$ cat src/rtl/thermal_monitor_pkg.sv
package thermal_monitor_pkg;

  // Levels; the write field code equals the level index.
  localparam int NUM_LEVELS = 3;
  localparam int LVL_WARN   = 0;
  localparam int LVL_HIGH   = 1;
  localparam int LVL_SHUT   = 2;
  localparam logic [1:0] FLD_NONE = 2'd3;

  // Strobes from control to datapath.
  typedef struct packed {
    logic capture;   // store smpTemp for smpSensor
    logic thrWrite;  // store cfgData into the selected limit
  } dpStrobe_t;

endpackage

$ cat src/rtl/thermal_monitor_datapath.sv
module thermal_monitor_datapath
  import thermal_monitor_pkg::*;
#(
  parameter int NUM_SENSORS = 4,
  parameter int TEMP_W      = 10,
  parameter int IDX_W       = 2
) (
  input  logic                  clk,
  input  logic                  rst,
  input  dpStrobe_t             dpStr,
  input  logic [IDX_W-1:0]      cfgSensor,
  input  logic [1:0]            cfgField,
  input  logic [TEMP_W-1:0]     cfgData,
  input  logic [IDX_W-1:0]      smpSensor,
  input  logic [TEMP_W-1:0]     smpTemp,
  output logic [NUM_LEVELS-1:0] anyAbove,
  output logic [NUM_LEVELS-1:0] allBelow
);

  logic [TEMP_W-1:0]      thrMem  [NUM_LEVELS][NUM_SENSORS];
  logic [TEMP_W-1:0]      reading [NUM_SENSORS];
  logic [NUM_SENSORS-1:0] aboveBits [NUM_LEVELS];
  logic [NUM_SENSORS-1:0] belowBits [NUM_LEVELS];

  always_ff @(posedge clk) begin
    if (rst) begin
      for (int s = 0; s < NUM_SENSORS; s++) begin
        reading[s] <= '0;
        for (int lv = 0; lv < NUM_LEVELS; lv++) thrMem[lv][s] <= '0;
      end
    end else begin
      for (int s = 0; s < NUM_SENSORS; s++) begin
        if (dpStr.capture && smpSensor == IDX_W'(s)) reading[s] <= smpTemp;
        for (int lv = 0; lv < NUM_LEVELS; lv++) begin
          if (dpStr.thrWrite && cfgSensor == IDX_W'(s) && cfgField == 2'(lv))
            thrMem[lv][s] <= cfgData;
        end
      end
    end
  end

  // One comparator pair per sensor and level; a zero limit disables the pair.
  for (genvar lv = 0; lv < NUM_LEVELS; lv++) begin : g_level
    for (genvar s = 0; s < NUM_SENSORS; s++) begin : g_sensor
      logic inUse;
      assign inUse             = |thrMem[lv][s];
      assign aboveBits[lv][s]  = inUse && (reading[s] > thrMem[lv][s]);
      assign belowBits[lv][s]  = !inUse || (reading[s] < thrMem[lv][s]);
    end
    assign anyAbove[lv] = |aboveBits[lv];
    assign allBelow[lv] = &belowBits[lv];
  end

endmodule

$ cat src/rtl/thermal_monitor_control.sv
module thermal_monitor_control
  import thermal_monitor_pkg::*;
#(
  parameter int NUM_SENSORS = 4,
  parameter int TEMP_W      = 10,
  parameter int IDX_W       = 2
) (
  input  logic                  clk,
  input  logic                  rst,
  input  logic                  cfgWr,
  input  logic [IDX_W-1:0]      cfgSensor,
  input  logic [1:0]            cfgField,
  input  logic [TEMP_W-1:0]     cfgData,
  input  logic                  smpValid,
  input  logic [IDX_W-1:0]      smpSensor,
  input  logic [NUM_LEVELS-1:0] anyAbove,
  input  logic [NUM_LEVELS-1:0] allBelow,
  output dpStrobe_t             dpStr,
  output logic                  throttleSoft,
  output logic                  throttleForce,
  output logic                  shutdownReq
);

  localparam logic [IDX_W:0]         SENS_LIMIT = (IDX_W+1)'(NUM_SENSORS);
  localparam logic [NUM_SENSORS-1:0] ALL_SEEN   = '1;

  logic                   sampleOk, cfgOk, scanFull, evalPending;
  logic [NUM_SENSORS-1:0] seen, seenNext;
  logic [NUM_LEVELS-1:0]  lvlState;
  logic                   unusedShutBelow;

  assign sampleOk = smpValid && ({1'b0, smpSensor} < SENS_LIMIT);
  assign cfgOk    = cfgWr && ({1'b0, cfgSensor} < SENS_LIMIT)
                    && (cfgField != FLD_NONE) && (cfgData != '1);

  always_comb begin
    dpStr          = '0;
    dpStr.capture  = sampleOk;
    dpStr.thrWrite = cfgOk;
  end

  always_comb begin
    for (int s = 0; s < NUM_SENSORS; s++)
      seenNext[s] = seen[s] | (sampleOk && smpSensor == IDX_W'(s));
  end

  assign scanFull = sampleOk && (seenNext == ALL_SEEN);

  always_ff @(posedge clk) begin
    if (rst) begin
      seen        <= '0;
      evalPending <= 1'b0;
    end else begin
      evalPending <= scanFull;
      seen        <= scanFull ? '0 : seenNext;
    end
  end

  // Per-level decision: hysteresis for throttles, sticky latch for shutdown.
  for (genvar lv = 0; lv < NUM_LEVELS; lv++) begin : g_decide
    if (lv == LVL_SHUT) begin : g_sticky
      always_ff @(posedge clk) begin
        if (rst)                                lvlState[lv] <= 1'b0;
        else if (evalPending && anyAbove[lv])   lvlState[lv] <= 1'b1;
      end
    end else begin : g_hyst
      always_ff @(posedge clk) begin
        if (rst)                    lvlState[lv] <= 1'b0;
        else if (evalPending) begin
          if (anyAbove[lv])         lvlState[lv] <= 1'b1;
          else if (allBelow[lv])    lvlState[lv] <= 1'b0;
        end
      end
    end
  end

  assign unusedShutBelow = allBelow[LVL_SHUT];

  assign throttleSoft  = lvlState[LVL_WARN];
  assign throttleForce = lvlState[LVL_HIGH];
  assign shutdownReq   = lvlState[LVL_SHUT];

endmodule

$ cat src/rtl/thermal_monitor.sv
module thermal_monitor
  import thermal_monitor_pkg::*;
#(
  parameter int NUM_SENSORS = 4,
  parameter int TEMP_W      = 10,
  parameter int IDX_W       = (NUM_SENSORS > 1) ? $clog2(NUM_SENSORS) : 1
) (
  input  logic              clk,
  input  logic              rst,
  input  logic              cfgWr,
  input  logic [IDX_W-1:0]  cfgSensor,
  input  logic [1:0]        cfgField,
  input  logic [TEMP_W-1:0] cfgData,
  input  logic              smpValid,
  input  logic [IDX_W-1:0]  smpSensor,
  input  logic [TEMP_W-1:0] smpTemp,
  output logic              throttleSoft,
  output logic              throttleForce,
  output logic              shutdownReq
);

  dpStrobe_t             dpStr;
  logic [NUM_LEVELS-1:0] anyAbove, allBelow;

  thermal_monitor_control #(
    .NUM_SENSORS(NUM_SENSORS), .TEMP_W(TEMP_W), .IDX_W(IDX_W)
  ) u_control (
    .clk(clk), .rst(rst),
    .cfgWr(cfgWr), .cfgSensor(cfgSensor), .cfgField(cfgField), .cfgData(cfgData),
    .smpValid(smpValid), .smpSensor(smpSensor),
    .anyAbove(anyAbove), .allBelow(allBelow),
    .dpStr(dpStr),
    .throttleSoft(throttleSoft), .throttleForce(throttleForce), .shutdownReq(shutdownReq)
  );

  thermal_monitor_datapath #(
    .NUM_SENSORS(NUM_SENSORS), .TEMP_W(TEMP_W), .IDX_W(IDX_W)
  ) u_datapath (
    .clk(clk), .rst(rst), .dpStr(dpStr),
    .cfgSensor(cfgSensor), .cfgField(cfgField), .cfgData(cfgData),
    .smpSensor(smpSensor), .smpTemp(smpTemp),
    .anyAbove(anyAbove), .allBelow(allBelow)
  );

endmodule

$ cat config.mk
export PLATFORM = sky130hd
export DESIGN_NAME = thermal_monitor
export DESIGN_NICKNAME = d
export VERILOG_FILES = /design/src/rtl/thermal_monitor_pkg.sv /design/src/rtl/thermal_monitor_datapath.sv /design/src/rtl/thermal_monitor_control.sv /design/src/rtl/thermal_monitor.sv
export SDC_FILE = /design/constraint.sdc
export NUM_CORES = 1
export LEC_CHECK = 0
export ABC_AREA = 1
export CAP_MARGIN = 20
export CORE_UTILIZATION = 45
export CTS_CLUSTER_DIAMETER = 120
export DETAILED_ROUTE_END_ITERATION = 10
export PLACE_DENSITY = 0.67
export SLEW_MARGIN = 15
export SYNTH_ARGS = -nofsm -noshare
export SYNTH_HDL_FRONTEND = slang
export SYNTH_HIERARCHICAL = 1
export SYNTH_SLANG_ARGS = --single-unit
export TNS_END_PERCENT = 5
$ cat constraint.sdc
create_clock -name clk -period 3.51 [get_ports clk]
set_input_delay 1.053 -clock clk [delete_from_list [all_inputs] [get_ports clk]]
set_output_delay 1.053 -clock clk [all_outputs]
set_load 0.02 [all_outputs]
==> results.yml, run 1 <==
status:
  status: "finished clean"
power:
  power.density_nw_per_um2: 418
  p_leak_nw: 4.83
  ir_drop_mv: 0.342
critical_path:
  endpoint_kind: "register"
  required_ns: 3.58
  r2r_cells: 11
  cp.depth: 10
  arrival_ns: 2.74
  worstSetupPathType: "input pin to register"
  worst_path_max_delay_cell: "clkdlybuf4s50_1"
  max_stage_delay_ns: 0.43
  worstPathCellList: "clkdlybuf4s50_1 > nand2_1 > nor2_1 > nand4_1 > nand3_1 > inv_1 > inv_2 > nor3_2 > nand2_1 > nand2_1"
  crit_fanout: 10
  crit_buf_inv: 3
  cp-start-kind: "input pin"
  crit_family: "simple AND/OR/NAND/NOR gates"
  crit_top_cell: "nand2_1"
floorplanning:
  die_h_um: 149
  die_width_um: 149
  boundaryPins: 33
  core_um2: 21200
  dieArea_um2: 22200
  initial_utilization_pct: 46.1
  rows: 53
layout:
  final_area_um2: 11000
  fin_nets: 1415
  fin_cells: 1553
  multi_input_area_um2: 4680
  n_antenna_cell: 0
  layout-drive-gt1-share_pct: 5.71
  syn2layout_area_growth_pct: 12.6
  n_fill_cell: 1981
  regArea_um2: 4060
timing:
  rsz0062_at_grt: "no"
  fmax_ghz: 0.375
  hold_violations: 0
  finalCriticalPeriod_ns: 2.67
  slew_violations: 0
  relSlewSlack_pct: 65.4
  tightestPinTransition_ns: 0.519
  fin_ws_ns: 0.840
  period_share_pct: 76.1
  fin_setup_tns_ns: 0
  fin_worst_skew_ns: 0.00994
  final-setup-viol-count: 0
yosys:
  ys_warn_count: 6
  syn_nets: 1378
  avgSynthCellArea_um2: 7.93
  synth_cells: 1228
  netlist_area_um2: 9740
global_route:
  grt_pass1_wl_um: 39100
  overflow: 0
  grt_usage_pct: 23.6
  grt_pass1_vias: 7344
  antenna_found_initial: 0
  grt_max_degree: 70
routing:
  ant_nets: 0
  wl_met3_um: 1250
  wl_met2_um: 11900
  dr.max_layer_used: "met4"
  via_count: 8064
  drc: 0
  wl_met1_um: 11500
  wl_um: 25500
  via_per_inst: 5.19
  dr.pass1.iters: 5
  wire_per_inst_um: 16.4
  first_iter_violations: 669
placement:
  placed_cell_area_um2: 10400
  dp_cells: 1521
  gp_congestion: 0.906
  io_buffers: 32
  hpwlAfterDp_um: 19000
  dpl_worst_slack_ns: 0.422
clocking:
  htreeDepth: 4
  cts.repair.resized: 0
  cts_buffer_depth: 2
  root_buffer: "clkbuf_16"
  numCtsBuffers: 17
  cts_setup_buffers: 0
  cts_tree: "done"
  clk_transition_reported_paths_ns: 0.08
  cts_sinks: 168
  cts_hold_buffers: 0
  clock_latency_ns: 0.43
min_path:
  hold_depth: 2
  hp-class: "register to register"
job:
  maxCapViolations: 0
-- tightest hold or removal path, stage by stage (launching register included) --
cell and delay (ns):
dfxtp_1 0.31, nand2_1 0.06, a21oi_1 0.06
-- report_power, final --
group          total (mW)  internal [mW]  switching, mW
registers            2.16           2.10         0.0614
clock network        1.83          0.956          0.878
logic               0.583          0.217          0.366
total                4.58           3.28           1.31
-- metal layers --
| metal | up-vias | GRT usage (%) |
|---|---|---|
| met4 | 0 | 10.1 |
| met1 | 3705 | 31.1 |
| li1 | 4093 | - |
| met2 | 218 | 38.2 |
| met5 | - | 0 |
| met3 | 48 | 3.82 |
-- cells in the final DEF (no fill, tap or decap), drive strengths merged, types with 10 or more instances in the layout --
cell / n
nor3: 15
nand3: 88
dfxtp: 98
nor2: 133
clkbuf: 18
o21bai: 10
nand2: 246
ha: 120
clkdlybuf4s50: 32
nand4: 28
o21ai: 62
buf: 19
a21oi: 87
inv: 225
edfxtp: 70
-- path summary, 6_finish.rpt --
path                             start                        end  slack, ns
min reg2reg  u_datapath/thrMem[0][107]  u_datapath/thrMem[0][107]       0.48
min          u_datapath/thrMem[0][107]  u_datapath/thrMem[0][107]       0.48
max reg2reg  u_datapath/reading[0][19]     u_control/throttleSoft       1.58
max                         cfgData[1]   u_datapath/thrMem[0][30]       0.84
-- stage by stage --
step / hold slack (ns) / power, mW / util (%)
after detailed placement: 0.467 / 2.78 / 49.1
after global routing: 0.506 / 4.76 / 51.8
after global placement: 0.454 / 2.77 / 49.1
after floorplan: 0.440 / 2.56 / -
final: 0.477 / 4.58 / 51.8
after CTS: 0.477 / 4.61 / 51.8
-- sequential cells by signal, indices dropped and copies added (netlist names) --
| signal | count |
|---|---|
| u_datapath/thrMem | 120 |
| u_datapath/reading | 40 |
| u_control/seen | 4 |
| u_control/evalPending | 1 |
| u_control/shutdownReq | 1 |
| u_control/throttleForce | 1 |
| u_control/throttleSoft | 1 |
-- cell type report --
class,count,area share [%]
Clock inverter,14,1.40
Timing Repair Buffer,51,4.34
Multi-Input combinational cell,810,42.7
Inverter,217,7.43
Tap cell,275,3.14
Clock buffer,18,3.93
Sequential cell,168,37.1
(Power assumes the default switching activity.)
==> inputs of run 2 (changes only) <==
--- a/config.mk
+++ b/config.mk
@@ -10,7 +10,7 @@
 export CORE_UTILIZATION = 45
 export CTS_CLUSTER_DIAMETER = 120
 export DETAILED_ROUTE_END_ITERATION = 10
-export PLACE_DENSITY = 0.67
+export PLACE_DENSITY = 0.69
 export SLEW_MARGIN = 15
 export SYNTH_ARGS = -nofsm -noshare
 export SYNTH_HDL_FRONTEND = slang
==> constraint.sdc (replaced) <==
create_clock -name clk -period 2.2 [get_ports clk]
set_input_delay 0.66 -clock clk [delete_from_list [all_inputs] [get_ports clk]]
set_output_delay 0.66 -clock clk [all_outputs]
set_load 0.02 [all_outputs]
==> results.yml, run 2 (same netlist as run 1, synthesis figures left out) <==
status:
  status: "finished clean"
clocking:
  cts_buffer_depth: 2
  htreeDepth: 4
  cts_sinks: 168
  clock_latency_ns: 0.43
  numCtsBuffers: 17
  cts_hold_buffers: 0
  clk_transition_reported_paths_ns: 0.07
  root_buffer: "clkbuf_16"
  cts_setup_buffers: 0
  cts_tree: "done"
  cts.repair.resized: 0
routing:
  dr.pass1.iters: 5
  wl_um: 25900
  drc: 0
  via_per_inst: 5.18
  via_count: 8245
  ant_nets: 0
  wire_per_inst_um: 16.3
  first_iter_violations: 616
timing:
  fmax_ghz: 0.481
  rsz0062_at_grt: "no"
  fin_worst_skew_ns: 0.0125
  tightestPinTransition_ns: 0.400
  period_share_pct: 94.5
  final-setup-viol-count: 0
  slew_violations: 0
  relSlewSlack_pct: 73.3
  holdWs_ns: 0.467
  hold_violations: 0
  finalCriticalPeriod_ns: 2.08
  fin_ws_ns: 0.121
min_path:
  hp-class: "register to register"
  hp-start: "u_datapath/thrMem[0][106]"
  hold_depth: 2
  min_to: "u_datapath/thrMem[0][106]"
floorplanning:
  boundaryPins: 33
  die_width_um: 149
  rows: 53
  dieArea_um2: 22200
  die_h_um: 149
  core_um2: 21200
  initial_utilization_pct: 46.1
power:
  p_leak_nw: 5.11
  power.density_nw_per_um2: 674
  ir_drop_mv: 0.565
critical_path:
  r2r_cells: 11
  cp-start-kind: "register"
  crit_family: "buffers and inverters"
  required_ns: 1.54
  crit_buf_inv: 1
  r2r_start: "u_datapath/reading[0][29]"
  worstPathCellList: "clkdlybuf4s50_1"
  max_stage_delay_ns: 0.62
  worstSetupPathType: "register to output port"
  endpoint_kind: "output port"
  crit_fanout: 2
  reg2reg_slack_ns: 0.29
  r2r_end: "u_control/throttleForce"
  arrival_ns: 1.42
  worst_path_max_delay_cell: "clkdlybuf4s50_1"
global_route:
  use_met2_pct: 38.7
  grt_usage_pct: 24.0
  grt_use_met1_pct: 31.9
  overflow: 0
  grt_max_degree: 35
  grt_pass1_vias: 7506
  grt_util_met3_pct: 3.82
  antenna_found_initial: 0
  grt_busiest_layer: "met2"
  grt_pass1_wl_um: 40000
layout:
  most-common-layout-cells: "nand2_1, inv_1, nor2_1"
  top_register: "u_datapath/thrMem"
  layout_commonest_cell: "nand2_1"
  syn2layout_area_growth_pct: 18.1
  fin_nets: 1453
  n_antenna_cell: 0
  reg_top3: "u_datapath/thrMem: 120 flops, u_datapath/reading: 40 flops, u_control/seen: 4 flops"
  multi_input_area_um2: 4680
  n_fill_cell: 1906
  layout-drive-gt1-share_pct: 8.43
  regArea_um2: 4060
  largest_reg_flops: 120
placement:
  hpwlAfterDp_um: 19700
  io_buffers: 32
  dpl_worst_slack_ns: -0.262
  gp_congestion: 0.887
job:
  maxCapViolations: 0
==> run 2: cell type report <==
| cell class | count | area share [%] |
|---|---|---|
| tap | 275 | 2.99 |
| sequential | 168 | 35.3 |
| inverter | 217 | 7.08 |
| clock buffer | 21 | 4.30 |
| multi-input combinational | 810 | 40.7 |
| timing repair buffer | 89 | 8.14 |
| clock inverter | 11 | 1.44 |
==> run 2: through the flow <==
| stage | area [um^2] | setup TNS (ns) | total power [mW] | cells | utilization (%) |
|---|---|---|---|---|---|
| global route | 11500 | 0 | 8.07 | 1591 | 54.4 |
| detailed placement | 10800 | -31.44 | 4.50 | 1559 | 51.3 |
| finish | 11500 | 0 | 7.75 | 1591 | 54.4 |
| global placement | 10800 | -30.33 | 4.47 | 1559 | 51.3 |
| floorplan | 9740 | 0 | 4.08 | 1228 | - |
| CTS | 11500 | 0 | 7.79 | 1591 | 54.4 |
==> run 2: worst register-to-register path, delay by kind of cell (launching register included) <==
family	cells	cell delay, ns
AOI/OAI and AO/OA	1	0.17
buffers and inverters	1	0.07
DFF	1	0.45
and+or+nand+nor	8	0.81
adders and majority gates	1	0.33
==> run 2: how the worst max path moves through the flow <==
stage,startpoint,to,slack [ns],cells past startpoint
after floorplan,cfgData[1],u_datapath/thrMem[0][110],0.28,12
after global placement,cfgData[1],u_datapath/thrMem[0][75],-0.26,12
after detailed placement,cfgData[0],u_datapath/thrMem[0][94],-0.26,12
after CTS,u_control/throttleForce,throttleForce,0.10,1
after global routing,cfgData[8],u_datapath/thrMem[0][16],0.04,12
final,u_control/throttleForce,throttleForce,0.12,1
==> run 2: metal layers <==
metal / vias up / routed length [um] / share of wire (%)
met5: - / 0 / 0
met4: 0 / 900 / 3.5
met3: 55 / 1480 / 5.7
met2: 222 / 12100 / 47
met1: 3805 / 11400 / 44
li1: 4163 / - / -
==> run 2: power breakdown <==
part           switching, mW  leakage (nW)  total (mW)  internal [mW]
logic                  0.603          3.32        1.00          0.398
registers             0.0928          1.47        3.45           3.35
clock network           1.31         0.327        3.30           2.00
total                   2.00          5.11        7.75           5.75
